===== config.mk =====
export PLATFORM = sky130hd
export DESIGN_NAME = restoring_divider
export DESIGN_NICKNAME = d
export VERILOG_FILES = /design/src/rtl/rdiv_pkg.sv /design/src/rtl/rdiv_sub_cell.sv /design/src/rtl/rdiv_row.sv /design/src/rtl/restoring_divider.sv
export SDC_FILE = /design/constraint.sdc
export NUM_CORES = 1
export LEC_CHECK = 0
export BUFFER_PORTS_ARGS = -buffer_cell sky130_fd_sc_hd__buf_2
export CAP_MARGIN = 30
export CORE_AREA = 2 2 73 75
export DETAILED_ROUTE_END_ITERATION = 12
export DIE_AREA = 0 0 75 77
export GPL_ROUTABILITY_DRIVEN = 0
export PLACE_DENSITY = 0.68
export SYNTH_ARGS = -nofsm -noshare
export SYNTH_HDL_FRONTEND = slang
export SYNTH_SLANG_ARGS = --single-unit

===== constraint.sdc =====
create_clock -name vclk -period 48.4
set_input_delay 2.42 -clock vclk [all_inputs]
set_output_delay 2.42 -clock vclk [all_outputs]
set_load 0.01 [all_outputs]

===== src/rtl/rdiv_pkg.sv =====
package rdiv_pkg;

    // Result of one full-subtractor bit: difference and borrow-out
    typedef struct packed {
        logic diff;
        logic bout;
    } sub_bit_t;

endpackage


===== src/rtl/rdiv_sub_cell.sv =====
module rdiv_sub_cell
    import rdiv_pkg::*;
(
    input  logic     x,
    input  logic     y,
    input  logic     bin,
    output sub_bit_t res
);
    sub_bit_t res_d;

    always_comb begin
        res_d.diff = x ^ y ^ bin;
        res_d.bout = (~x & y) | (~(x ^ y) & bin);
    end

    assign res = res_d;
endmodule


===== src/rtl/rdiv_row.sv =====
// One trial-subtraction row. part holds the shifted partial remainder
// (N+1 bits); the top bit has no divisor bit, so it only cancels the borrow.
module rdiv_row
    import rdiv_pkg::*;
#(
    parameter int N       = 8,
    parameter bit RESTORE = 1'b1
) (
    input  logic [N:0]   part,
    input  logic [N-1:0] dvs,
    output logic [N-1:0] nxt,
    output logic         qbit
);
    logic [N:0]   chain;
    logic [N-1:0] diff_w;
    logic         row_borrow;

    assign chain[0] = 1'b0;

    for (genvar k = 0; k < N; k++) begin : g_cell
        sub_bit_t cell_res;
        rdiv_sub_cell u_cell (
            .x   (part[k]),
            .y   (dvs[k]),
            .bin (chain[k]),
            .res (cell_res)
        );
        assign diff_w[k]  = cell_res.diff;
        assign chain[k+1] = cell_res.bout;
    end

    // The top shifted bit has weight 2^N, which is above any divisor
    assign row_borrow = chain[N] & ~part[N];
    assign qbit       = ~row_borrow;

    if (RESTORE) begin : g_restore
        for (genvar k = 0; k < N; k++) begin : g_mux
            assign nxt[k] = row_borrow ? part[k] : diff_w[k];
        end
    end else begin : g_plain
        assign nxt = diff_w;
    end
endmodule


===== src/rtl/restoring_divider.sv =====
module restoring_divider
    import rdiv_pkg::*;
#(
    parameter int N      = 8,
    parameter bit REM_EN = 1'b1
) (
    input  logic [N-1:0] dividend,
    input  logic [N-1:0] divisor,
    output logic [N-1:0] quotient,
    output logic [N-1:0] remainder
);
    localparam int ROWS = N;

    logic [N-1:0] row_rem [ROWS];
    logic [N:0]   row_in  [ROWS];
    logic [N-1:0] q_w;

    for (genvar i = 0; i < ROWS; i++) begin : g_row
        localparam bit LAST = (i == ROWS - 1);

        if (i == 0) begin : g_first
            assign row_in[i] = {{N{1'b0}}, dividend[N-1]};
        end else begin : g_next
            assign row_in[i] = {row_rem[i-1], dividend[N-1-i]};
        end

        rdiv_row #(
            .N       (N),
            .RESTORE (LAST ? REM_EN : 1'b1)
        ) u_row (
            .part (row_in[i]),
            .dvs  (divisor),
            .nxt  (row_rem[i]),
            .qbit (q_w[N-1-i])
        );
    end

    assign quotient = q_w;

    if (REM_EN) begin : g_rem
        assign remainder = row_rem[ROWS-1];
    end else begin : g_norem
        assign remainder = '0;
    end
endmodule


# Word-level counts from Yosys, hierarchy flattened
# Index checks and enable logic that the tools add are counted.
# totals
regBits	0
input_bits	16
# classes
mux	64
bitwise	417
# op_table
cell	count
$not 1->1	128
$and 1x1->1	120
$xor 1x1->1	113
$mux 1	64
$or 1x1->1	56

# Longest topological paths before layout
# logic_depth
ltp_word	143
depth_mapped	118

# Cells and area by module
# Synthesis repeated with hierarchy kept, for this count alone.
# hier_totals
hier_cells	281
hier_area_um2	2956.6
# by_module_without_submodules
mod	n_inst	cells_each	area_per_inst_um2	seq_area_each_um2
rdiv_sub_cell	64	3	27.5	0.0
rdiv_row	8	11	148.9	0.0
restoring_divider	1	1	3.8	0.0

# Worst setup path after synthesis
# Ideal clock, no wire load.
# synth_timing
path_kind	input -> output
start	input port divisor[1]
end	output port remainder[3]
arrival_ps	25965
path_slack_ps	20015
path_stages	113
path_cell_list	inv_1 > ha_1 > ha_1 > ha_1 > ha_1 > ha_1 > ha_1 > ha_1 > clkbuf_1 > nor2_1 > a21oi_1 > fa_1 > fa_1 > fa_1 > fa_1 > fa_1 > inv_1 > fa_1 > [77 not listed] > a211oi_1 > a21o_4 > buf_4 > o21ai_0 > fa_1 > inv_1 > fa_1 > inv_1 > fa_1 > fa_1 > fa_1 > fa_1 > fa_1 > nor2_1 > inv_1 > a211oi_4 > a2111oi_0 > a221oi_1
# synth_via
elab_chain_cells	142
# synth_rtl
element	line_no	rtl
start: declaration	restoring_divider.sv:8	input logic [N-1:0] divisor,
$not 1->1	rdiv_sub_cell.sv:13	res_d.bout = (~x & y) | (~(x ^ y) & bin);
$and 1x1->1	rdiv_sub_cell.sv:13	
$or 1x1->1	rdiv_sub_cell.sv:13	
$and 1x1->1	rdiv_sub_cell.sv:13	
$or 1x1->1	rdiv_sub_cell.sv:13	
$and 1x1->1	rdiv_sub_cell.sv:13	
$or 1x1->1	rdiv_sub_cell.sv:13	
$and 1x1->1	rdiv_sub_cell.sv:13	
[126 not listed]	-	
$and 1x1->1	rdiv_sub_cell.sv:13	
$or 1x1->1	rdiv_sub_cell.sv:13	
$and 1x1->1	rdiv_sub_cell.sv:13	
$or 1x1->1	rdiv_sub_cell.sv:13	
$and 1x1->1	rdiv_sub_cell.sv:13	
$or 1x1->1	rdiv_sub_cell.sv:13	
$and 1x1->1	rdiv_row.sv:33	assign row_borrow = chain[N] & ~part[N];
$mux 1 *	rdiv_row.sv:38	assign nxt[k] = row_borrow ? part[k] : diff_w[k];
end: declaration	restoring_divider.sv:10	output logic [N-1:0] remainder
# Mark *: on every way between the ends. The rest lies on a longest branch, timed or not.

# Worst setup path in the final report
# layout_timing
start	input port divisor[0]
end	output port remainder[4]
# layout_via
elab_chain_cells	142
# layout_rtl
element	line_no
$and 1x1->1 (2 in a row)	rdiv_sub_cell.sv:13
$or 1x1->1	rdiv_sub_cell.sv:13
$and 1x1->1	rdiv_sub_cell.sv:13
$or 1x1->1	rdiv_sub_cell.sv:13
$and 1x1->1	rdiv_sub_cell.sv:13
$or 1x1->1	rdiv_sub_cell.sv:13
$and 1x1->1	rdiv_sub_cell.sv:13
$or 1x1->1	rdiv_sub_cell.sv:13
[125 not listed]	-
$and 1x1->1	rdiv_sub_cell.sv:13
$or 1x1->1	rdiv_sub_cell.sv:13
$and 1x1->1	rdiv_sub_cell.sv:13
$or 1x1->1	rdiv_sub_cell.sv:13
$and 1x1->1	rdiv_sub_cell.sv:13
$or 1x1->1	rdiv_sub_cell.sv:13
$and 1x1->1	rdiv_row.sv:33
$mux 1 *	rdiv_row.sv:38
# Marks and branches as above.

==> flow_metrics.py <==
metrics = {
    "status": {
        "status": "finished clean",
    },
    "worst_setup_path": {
        "setup.worst_path.start": "divisor[0]",
        "crit_path_start_kind": "input port",
        "cpMaxStageDelayCell": "fa_1",
        "cpMostUsedCell": "fa_1",
        "crit_type": "input port to output pin",
        "max_stage_delay_ps": 490,
        "cp_top_family": "adder cells",
        "worstPathMaxFanout": 16,
        "cp_data_required_time_ps": 45980,
        "cp_data_arrival_time_ps": 28000,
        "critical_path_buf_inv_count": 25,
        "worst_setup_path_end_kind": "output pin",
    },
    "die": {
        "initial_utilization_pct": 50.23,
        "core_area_mm2": 0.004977,
        "fp.dieW_um": 75,
        "ios": 32,
        "rows": 26,
        "die_h_um": 77,
        "die_area_mm2": 0.005775,
    },
    "sta": {
        "period_minus_slack_ps": 30420,
        "grt_setup_unrepaired": "no",
        "finalSetupTns_ps": 0,
        "hold_violations": 0,
        "tightest_slew_ps": 580.0,
        "max_slew_margin_pct": 61.10,
        "period_share_pct": 62.85,
        "slew_viol_final": 0,
        "timing.fmax_mhz": 32.88,
        "finalSetupViolations": 0,
    },
    "power": {
        "swShare_pct": 55.56,
        "power_density_mw_per_mm2": 49.78,
        "combinationalPowerShare_pct": 100.0,
        "p_switching_uw": 73.16,
        "seq_power_share_pct": 0,
        "internal_power_uw": 58.51,
        "ir_drop_uv": 37.13,
        "power_frac_clock_pct": 0,
        "leakagePower_uw": 0.001294,
    },
    "clocking": {
        "ctsHoldBuffers": 0,
        "cts-resized-gates": 0,
        "cts_setup_buffers": 0,
    },
    "cells_and_area": {
        "fin_nets": 353,
        "fillers": 491,
        "nClkBuffers": 0,
        "drive_gt1_share_pct": 23.99,
        "n_sequential_cell": 0,
        "area_growth_pct": 5.806,
        "final_cells": 341,
        "seq_area_um2": 0,
        "n_antenna_cell": 0,
    },
    "route": {
        "drc": 0,
        "routedWlPerCell_um": 13.94,
        "ant_nets": 0,
        "first_iter_violations": 62,
        "viasPerCell": 5.346,
        "routed_wirelength_um": 4752,
        "first_pass_iters": 6,
        "vias": 1823,
    },
    "logic_synthesis": {
        "syn_nets": 332,
        "syn_area_mm2": 0.002500,
        "yosysSeqAreaShare_pct": 0,
        "synth.most_common_cell": "inv_1",
        "synth_cell_types": 51,
        "synthCells": 252,
        "synth_area_leaders": "fa_1, inv_1, ha_1",
        "synth_top_cell_by_area": "fa_1",
        "ys_top_cells_by_count": "inv_1, fa_1, mux2i_1, ha_1",
        "yosysWarnings": 0,
        "synth_top_area_share_pct": 39.24,
        "synth_area_per_cell_um2": 9.920,
    },
    "grt": {
        "gr-total-overflow": 0,
        "grt_max_degree": 17,
        "grt_pass1_wl_um": 8514,
        "grt_antenna_before_repair": 0,
        "grt_pass1_vias": 1854,
        "grt_usage_pct": 18.04,
    },
    "place": {
        "hpwlAfterDp_um": 4321,
        "port_buffers": 32,
        "dp.cells": 341,
    },
    "run": {
        "drv_cap": 0,
    },
    "worst_hold_path": {
        "min_from": "dividend[0]",
        "hold_class": "input port to output pin",
    },
}
==> metrics by stage <==
| step | total power (µW) | setup WS [ps] | utilization [%] | hold slack (ps) | area, µm² |
|---|---|---|---|---|---|
| 6_report | 131.7 | 17980 | 53.14 | 5194 | 2645 |
| 5_1_grt | 146.7 | 16310 | 53.14 | 5224 | 2645 |
| 4_1_cts | 132.4 | 17850 | 53.14 | 5198 | 2645 |
| 3_5_place_dp | 132.0 | 17790 | 53.14 | 5196 | 2645 |
| 3_3_place_gp | 130.1 | 18270 | 53.14 | 5193 | 2645 |
| 2_1_floorplan | 101.6 | 20010 | - | 4977 | 2500 |
==> cells in the final DEF, fill, tap and decap left out, drive strengths merged <==
master,instances
inv,55
fa,49
buf,33
mux2i,16
ha,15
mux2,12
nor2,11
nand2,11
and2,9
o21ai,7
a21oi,6
a211oi,6
a221oi,6
a2111oi,5
a21o,4
nor3b,3
nor4,3
a22oi,3
a221o,2
nor3,2
and4bb,1
a32o,1
o41ai,1
a31o,1
a32oi,1
a211o,1
nand4,1
nand3,1
o211ai,1
a41oi,1
o21a,1
a31oi,1
o22ai,1
==> power groups by stage <==
| stage | Combinational (µW) | Clock (µW) | Sequential (µW) |
|---|---|---|---|
| global route | 147 | 0 | 0 |
| finish | 132 | 0 | 0 |
| floorplan | 102 | 0 | 0 |
| global placement | 130 | 0 | 0 |
| CTS | 132 | 0 | 0 |
| detailed placement | 132 | 0 | 0 |
==> cells by family (layout without fill, tap and decap cells) <==
family	Yosys count	count (layout)	synth area share [%]
buf+inv	69	88	12.86
simple gates	42	42	9.559
mux	28	28	11.96
fa+ha+maj	64	64	46.75
compound gates	49	49	18.87
==> worst paths after layout <==
kind | to | slack (ps) | depth (start not counted)
worst max-delay path | remainder[4] | 17980 | 112
worst min-delay path | remainder[0] | 5190 | 4
==> layout make-up <==
| class | instances | area [µm²] | share of cell area, % |
|---|---|---|---|
| tap | 70 | 87.58 | 3.311 |
| inverter | 55 | 211.5 | 7.994 |
| timing repair buffer | 33 | 167.7 | 6.339 |
| multi-input combinational | 183 | 2178 | 82.36 |
==> routing by layer <==
layer  GRT usage [%]  part of all wire [%]
met1           26.94                    47
met2           30.70                    50
met3          0.1314                   1.9
met4          0.8929                  0.29
met5               0                     0
(Power assumes the default switching activity.)
